[src/rtl/guarded_ram_pkg.sv]
package guarded_ram_pkg;
    typedef enum logic {
        KIND_UNSIGNED = 1'b0,
        KIND_SIGNED   = 1'b1
    } store_kind_e;
endpackage

[src/rtl/gr_store_check.sv]
module gr_store_check #(
    parameter int DATA_W = 8
) (
    input  guarded_ram_pkg::store_kind_e kind,
    input  logic                         neg,
    input  logic [DATA_W:0]              mag,
    output logic                         fits,
    output logic [DATA_W-1:0]            word
);
    localparam logic [DATA_W:0] POS_MAX = (DATA_W+1)'((2 ** (DATA_W-1)) - 1);
    localparam logic [DATA_W:0] NEG_MAX = (DATA_W+1)'(2 ** (DATA_W-1));

    logic [DATA_W:0] twos;

    always_comb begin
        twos = ~mag + 1'b1;
        if (kind == guarded_ram_pkg::KIND_UNSIGNED) begin
            fits = !neg && !mag[DATA_W];
            word = mag[DATA_W-1:0];
        end else begin
            fits = neg ? (mag <= NEG_MAX) : (mag <= POS_MAX);
            word = neg ? twos[DATA_W-1:0] : mag[DATA_W-1:0];
        end
    end
endmodule

[src/rtl/gr_array.sv]
module gr_array #(
    parameter int ADDR_W = 4,
    parameter int DATA_W = 8
) (
    input  logic              clk,
    input  logic              rst,
    input  logic              we,
    input  logic [ADDR_W-1:0] w_idx,
    input  logic [DATA_W-1:0] w_word,
    input  logic              re,
    input  logic [ADDR_W-1:0] r_idx,
    output logic [DATA_W-1:0] r_word,
    output logic              r_def
);
    localparam int DEPTH = 2 ** ADDR_W;

    typedef struct packed {
        logic [DEPTH-1:0]  defined;
        logic [DATA_W-1:0] r_word;
        logic              r_def;
    } arr_state_t;

    arr_state_t s_d, s_q;
    logic [DATA_W-1:0] mem [DEPTH];

    always_comb begin
        s_d = s_q;
        if (re) begin
            s_d.r_word = mem[r_idx];
            s_d.r_def  = s_q.defined[r_idx];
        end
        if (we) begin
            s_d.defined[w_idx] = 1'b1;
        end
    end

    always_ff @(posedge clk) begin
        if (rst) begin
            s_q <= '0;
        end else begin
            s_q <= s_d;
        end
    end

    always_ff @(posedge clk) begin
        if (we && !rst) begin
            mem[w_idx] <= w_word;
        end
    end

    assign r_word = s_q.r_word;
    assign r_def  = s_q.r_def;


    defined_only_rise_chk: assert property (@(posedge clk) disable iff (rst)
        !$past(rst) |-> ((s_q.defined & $past(s_q.defined)) == $past(s_q.defined)));
endmodule

[src/rtl/guarded_ram.sv]
module guarded_ram #(
    parameter int ADDR_W = 4,
    parameter int DATA_W = 8
) (
    input  logic              clk,
    input  logic              rst,
    input  logic              st_en,
    input  logic              st_signed,
    input  logic [ADDR_W:0]   st_addr,
    input  logic              st_neg,
    input  logic [DATA_W:0]   st_mag,
    input  logic              rd_en,
    input  logic [ADDR_W:0]   rd_addr,
    output logic              st_ack,
    output logic              st_addr_err,
    output logic              st_range_err,
    output logic              rd_ack,
    output logic [DATA_W-1:0] rd_data,
    output logic              rd_addr_err,
    output logic              rd_undef_err
);
    import guarded_ram_pkg::*;

    typedef struct packed {
        logic st_ack;
        logic st_aerr;
        logic st_rerr;
        logic rd_ack;
        logic rd_aerr;
    } resp_t;

    resp_t r_d, r_q;

    store_kind_e       kind;
    logic              val_fits;
    logic [DATA_W-1:0] val_word;
    logic              st_oor, rd_oor;
    logic              mem_we, mem_re;
    logic [DATA_W-1:0] arr_word;
    logic              arr_def;

    assign kind   = store_kind_e'(st_signed);
    assign st_oor = st_addr[ADDR_W];
    assign rd_oor = rd_addr[ADDR_W];

    gr_store_check #(.DATA_W(DATA_W)) u_check (
        .kind (kind),
        .neg  (st_neg),
        .mag  (st_mag),
        .fits (val_fits),
        .word (val_word)
    );

    always_comb begin
        r_d         = '0;
        r_d.st_ack  = st_en;
        r_d.st_aerr = st_en && st_oor;
        r_d.st_rerr = st_en && !st_oor && !val_fits;
        r_d.rd_ack  = rd_en;
        r_d.rd_aerr = rd_en && rd_oor;
        mem_we      = st_en && !st_oor && val_fits;
        mem_re      = rd_en && !rd_oor;
    end

    always_ff @(posedge clk) begin
        if (rst) begin
            r_q <= '0;
        end else begin
            r_q <= r_d;
        end
    end

    gr_array #(.ADDR_W(ADDR_W), .DATA_W(DATA_W)) u_array (
        .clk    (clk),
        .rst    (rst),
        .we     (mem_we),
        .w_idx  (st_addr[ADDR_W-1:0]),
        .w_word (val_word),
        .re     (mem_re),
        .r_idx  (rd_addr[ADDR_W-1:0]),
        .r_word (arr_word),
        .r_def  (arr_def)
    );

    assign st_ack       = r_q.st_ack;
    assign st_addr_err  = r_q.st_aerr;
    assign st_range_err = r_q.st_rerr;
    assign rd_ack       = r_q.rd_ack;
    assign rd_addr_err  = r_q.rd_aerr;
    assign rd_undef_err = r_q.rd_ack && !r_q.rd_aerr && !arr_def;
    assign rd_data      = (r_q.rd_ack && !r_q.rd_aerr && arr_def) ? arr_word : '0;


    rd_ack_follows_req_chk: assert property (@(posedge clk) disable iff (rst)
        rd_ack |-> $past(rd_en));


    st_ack_follows_req_chk: assert property (@(posedge clk) disable iff (rst)
        st_ack |-> $past(st_en));


    rd_flag_priority_chk: assert property (@(posedge clk) disable iff (rst)
        $onehot0({rd_addr_err, rd_undef_err}));


    st_flag_priority_chk: assert property (@(posedge clk) disable iff (rst)
        $onehot0({st_addr_err, st_range_err}));


    rd_flags_need_ack_chk: assert property (@(posedge clk) disable iff (rst)
        (rd_addr_err || rd_undef_err || (rd_data != '0)) |-> rd_ack);


    rd_oor_no_data_chk: assert property (@(posedge clk) disable iff (rst)
        rd_addr_err |-> (rd_data == '0));
endmodule

[config.mk]
export PLATFORM = sky130hd
export DESIGN_NAME = guarded_ram
export DESIGN_NICKNAME = d
export VERILOG_FILES = /design/src/rtl/guarded_ram_pkg.sv /design/src/rtl/gr_store_check.sv /design/src/rtl/gr_array.sv /design/src/rtl/guarded_ram.sv
export SDC_FILE = /design/constraint.sdc
export NUM_CORES = 1
export LEC_CHECK = 0
export ABC_AREA = 1
export BUFFER_PORTS_ARGS = -buffer_cell sky130_fd_sc_hd__buf_4
export CAP_MARGIN = 20
export CELL_PAD_IN_SITES_DETAIL_PLACEMENT = 0
export CELL_PAD_IN_SITES_GLOBAL_PLACEMENT = 2
export CORE_MARGIN = 2
export CORE_UTILIZATION = 42
export CTS_CLUSTER_DIAMETER = 200
export DETAILED_ROUTE_END_ITERATION = 8
export PLACE_DENSITY_LB_ADDON = 0.05
export SKIP_LAST_GASP = 1
export SLEW_MARGIN = 20
export SYNTH_ARGS = -nofsm -noshare
export SYNTH_HDL_FRONTEND = slang
export SYNTH_SLANG_ARGS = --single-unit
[constraint.sdc]
create_clock -name clk -period 3.4 [get_ports clk]
set_input_delay 0.68 -clock clk [delete_from_list [all_inputs] [get_ports clk]]
set_output_delay 0.68 -clock clk [all_outputs]
set_load 0.05 [all_outputs]
Word level (Yosys, flattened, before mapping)
Memory sizes are Yosys's and may differ from the RTL's. A register that Yosys moved wholly into a read port is not among the register bits. Index checks and enable logic that the tools add are counted.

Bitwise gates (word level): 2. $lt $le $gt $ge: 5. Reductions and logical operators: 20. Add/subtract/negate cells: 1. Muxes and demuxes: 11.

Operator list (count): $mux 8 (3); $or 16x16->16 (1); $logic_and 1x1->1 (12); $lt 4x5->1 const B (2); $le 9x7->1 const B (1); $le 9x8->1 const B (1); $add 8x1->8 const B (1); $logic_not 1->1 (8); $not 8->8 (1); $mux 1 (6); $bmux 1 s4 (1); $demux 1 s4 (1); $ge 4x1->1 const B (1).

Memories kept: 1. Input port bits: 25. Bits in writable memories: 128. Register bits: 22. Output and inout port bits: 14.

Memories: u_array.mem (words 16, width 8, read ports 1, clocked after memory_dff 1, wr ports 1, line gr_array.sv:24) `logic [DATA_W-1:0] mem [DEPTH];`.

Longest topological paths before layout
Depth in word-level cells: 7. Mapped depth: 11.

By module
Synthesis repeated with hierarchy kept, for this count alone.

Cells, all modules: 692. Area, all modules: 6869.1 sq um.

Modules (own cells, without submodules): gr_array (times used 1, area each 6319.8 sq um, cells each 591); gr_store_check (times used 1, area each 300.3 sq um, cells each 60); guarded_ram (times used 1, area each 249.0 sq um, cells each 41).

Least setup slack after synthesis
Ideal clock, no wire load.

Path type: flip-flop to output port. Start: register r_q, in the netlist rd_ack. End: output port rd_undef_err. Path buffers: 0. Setup slack: 0.940 ns. Arrival: 1.780 ns. Required time: 2.720 ns. Cell stages (with the launch flop): 3. Path through: dfxtp_1 -> inv_1 -> nor3_1.

Longest elaborated chain between the ends: 2.

Ends and longest elaborated chain: start, declared (line guarded_ram.sv:32) `resp_t r_d, r_q;`; start signal, assigned (line guarded_ram.sv:69) `r_q <= r_d;`; $logic_and 1x1->1 (2 in a row) (line guarded_ram.sv:90) `assign rd_undef_err = r_q.rd_ack && !r_q.rd_aerr && !arr_def;`; end, declared (line guarded_ram.sv:20) `output logic rd_undef_err`.

No other way between the ends.

Final worst setup path
Start: input port st_mag[1]. End: memory u_array.mem[8][2], enable pin.

Longest elaborated chain between the ends: 7. Elaborated cells between the ends (all ways): 8. Those cells by class: order compare (2); mux (4); reduce/logical (2).

Ends and longest elaborated chain: start, declared (line guarded_ram.sv:11) `input logic [DATA_W:0] st_mag,`; $le 9x7->1 / $le 9x8->1 (equally long branches) (line gr_store_check.sv:21) `fits = neg ? (mag <= NEG_MAX) : (mag <= POS_MAX);`; $mux 1 (*) (line gr_store_check.sv:21); $mux 1 (*) (line gr_store_check.sv:17) `if (kind == guarded_ram_pkg::KIND_UNSIGNED) begin`; $logic_and 1x1->1 (*) (line guarded_ram.sv:61) `mem_we = st_en && !st_oor && val_fits;`; $logic_and 1x1->1 (*) (line gr_array.sv:46) `if (we && !rst) begin`; $mux 1 (*) (line gr_array.sv:46); $mux 1 (implied by the code) (*) (line gr_array.sv:47) `mem[w_idx] <= w_word;`; end, declared (line gr_array.sv:24).

Mark *: on every way between the ends. The rest lies on a longest branch, timed or not.

==> flow_summary.json <==
{
  "wl_per_cell_um": 17.4,
  "cap_viol_max_count": 0,
  "syn_to_final_growth_pct": 14.9,
  "route.detailed.drc": 0,
  "slew_violations": 0,
  "reg2reg_depth": 8,
  "setup_viol": 0,
  "holdBufCountCts": 0,
  "antenna_left": 0,
  "die_area_um2": 17500,
  "skew_ps": 9.33,
  "first_pass_iters": 5,
  "crit_chain": "buf_4, inv_1, ha_1, nand2_1, nor2_2, nand2_1, nand2_1, nand2_1, nand2_2, nand4_1, nor2_1",
  "critPathMaxFanout": 13,
  "diodes": 0,
  "cts_root_buf": "clkbuf_16",
  "synthCells": 712,
  "cp-startpoint": "st_mag[1]",
  "ys_types": 26,
  "whs_path_depth": 2,
  "clock-sinks": 158,
  "cp_common_cell": "nand2_1",
  "grt_use_total_pct": 20.2,
  "cts.htree.levels": 4,
  "crit_required_ps": 3450,
  "seq_area_frac_synth_pct": 64.2,
  "cts_setup_buffers": 0,
  "clkTransAtPathRegs_ps": 60,
  "ys_warn_count": 0,
  "timing.final.hold_violations": 0,
  "drive_gt1_share_pct": 12.9,
  "critPathSlowestCell": "nor2_1",
  "worstReg2RegEnd": "u_array.r_word[1]",
  "hold_class": "reg -> reg",
  "cp_num_buf_inv": 2,
  "fin_nets": 775,
  "cts_tree": "built",
  "synthTopCellsByArea": "edfxtp_1, nand2_1, dfxtp_1, nand3_1, inv_1",
  "min_from": "u_array.s_q[16]",
  "vias": 4914,
  "hold-worst-slack_ps": 451,
  "cpLargestDelayFamily": "simple AND/OR/NAND/NOR gates",
  "synth_nets": 739,
  "regToRegSetupSlack_ps": 2200,
  "path_class": "in -> reg",
  "power_w": 0.00438,
  "hold_path_end": "u_array.s_q[16]",
  "cts_resized": 0,
  "coreArea_um2": 16000,
  "yosys.area.top_type": "edfxtp_1",
  "placedCellCount": 945,
  "synth_ff_type": "edfxtp_1",
  "fin_crit_sh_pct": 67.8,
  "grt_pass1_vias": 4640,
  "clk_path_buf_depth": 2,
  "worstPathArrival_ps": 2360,
  "synthesis.area_per_instance_um2": 9.72,
  "synth_top_area_share_pct": 55.5,
  "portBuffers": 38,
  "wl_mm": 17.0,
  "die_w_um": 132,
  "grt_pass1_wl_mm": 26.2,
  "max_stage_delay_ps": 560,
  "cp-start-kind": "primary input",
  "avgViaCountPerCell": 5.03,
  "synth_common_cells": "nand2_1, edfxtp_1, nand3_1, inv_1, nor2_1",
  "synthesis.area_um2": 6920,
  "r2r_start": "u_array.mem[5][1]",
  "num_rows": 46,
  "die_h_um": 132,
  "tightest_slew_ps": 754,
  "synth-edff-count": 128,
  "n_fill_cell": 1477,
  "gp_routability_congestion": 0.813,
  "p_per_area_nw_per_um2": 550,
  "end_kind": "flop",
  "gr-total-overflow": 0,
  "async_reset_ff_share_pct": 0,
  "status": "complete, no violations",
  "yosysMostFrequentCell": "nand2_1",
  "maxSlewHeadroom_pct": 49.7,
  "hpwlAfterDp_mm": 11.2,
  "leakagePower_nw": 3.25,
  "clock_latency_ps": 430,
  "grt_max_degree": 73,
  "drt_iter0_drc": 307,
  "finalSetupTns_ps": 0,
  "synth-seq-cells": 158,
  "initial_core_util_pct": 43.3,
  "period_needed_ps": 2310,
  "io_pins": 39,
  "ir_drop_mv": 0.380,
  "antenna_found_initial": 0,
  "fmax_ghz": 0.434,
  "rsz0062_at_grt": "no",
  "finalNonFillerCells": 977,
  "cts_made_buffers": 17
}
[registers in the layout (all words and copies together) (netlist names)]
name and cells:
u_array.mem 128, u_array.s_q 16, u_array.r_word 8, rd_ack 1, rd_addr_err 1, st_ack 1, st_addr_err 1, st_range_err 1
u_array.r_def 1
[metal layers]
metal  vias to the layer above  GRT usage [%]  part of all wire (%)
li1                       2437              -                     -
met1                      2288           28.1                    46
met2                       166           31.7                    46
met3                        23           3.69                   6.4
met4                         0           7.77                   1.9
met5                         -              0                     0
[report_power, final]
group	leakage (nW)	total (W)	internal [W]	switching (W)
Clock	0.282	0.00189	0.00115	0.000742
Combinational	1.58	0.000354	0.0000900	0.000264
Sequential	1.39	0.00213	0.00213	0.00000452
Total	3.25	0.00438	0.00337	0.00101
[cells by family (layout without fill, tap and decap cells)]
group                      count (synthesis)  after routing  synth area share [%]
DFF                                      158            158                  64.2
AOI/OAI and AO/OA                         12             12                 0.867
and+or+nand+nor                          440            440                  27.3
xor gates and xnor gates                   6              6                 0.759
buffers and inverters                     94            143                  6.49
adders and majority gates                  2              2                 0.361
[layout make-up]
| type | instances | area, um2 | share of cell area, % |
|---|---|---|---|
| repair buffers | 52 | 390 | 4.90 |
| multi-input cells | 460 | 2030 | 25.5 |
| well taps | 216 | 270 | 3.40 |
| flip-flops and latches | 158 | 4440 | 55.8 |
| clock inverters | 14 | 170 | 2.14 |
| inverters | 59 | 224 | 2.81 |
| clock buffers | 18 | 429 | 5.39 |
[layout by cell type, fill, tap and decap left out]
master	netlist	layout
nand2_1	243	243
edfxtp_1	128	128
nand3_1	117	117
inv_1	52	52
buf_4	12	52
nor2_1	49	49
dfxtp_1	30	30
nand4_1	19	19
clkbuf_16	0	17
a21oi_1	11	11
inv_2	5	5
nor2_2	5	5
xor2_1	5	5
clkinvlp_4	0	4
clkinv_4	0	4
nor3_1	3	3
clkinv_2	0	3
bufinv_16	0	3
ha_1	2	2
or2_2	1	1
xnor2_1	1	1
o21ai_0	1	1
nand2_2	1	1
nand4_4	1	1
nand4_2	1	1
inv_4	1	1
clkinv_1	1	1
clkbuf_1	3	1
[worst register-to-register path: stages (launching register included)]
cell      delay (ps)
edfxtp_1         370
nand2_1           80
nand3_1          100
nand3_1          220
nand2_1           80
nand2_1           80
nand3_1           70
nand2_1           60
inv_1             40
[through the flow]
stage	setup slack (ps)	cell area, um2	util, %
finish	1090	7960	49.7
global route	915	7960	49.7
detailed placement	638	7360	46.0
floorplan	940	6920	-
CTS	1090	7960	49.7
global placement	754	7360	46.0
[how the worst max path moves through the flow]
stage | endpoint | depth (start not counted) | slack [ps]
2_1_floorplan | rd_undef_err | 2 | 940
3_3_place_gp | u_array.mem[8][4] | 11 | 750
3_5_place_dp | u_array.mem[8][2] | 11 | 640
4_1_cts | u_array.mem[8][2] | 11 | 1090
5_1_grt | u_array.mem[8][2] | 11 | 920
6_report | u_array.mem[8][2] | 11 | 1090
(Power assumes the default switching activity.)
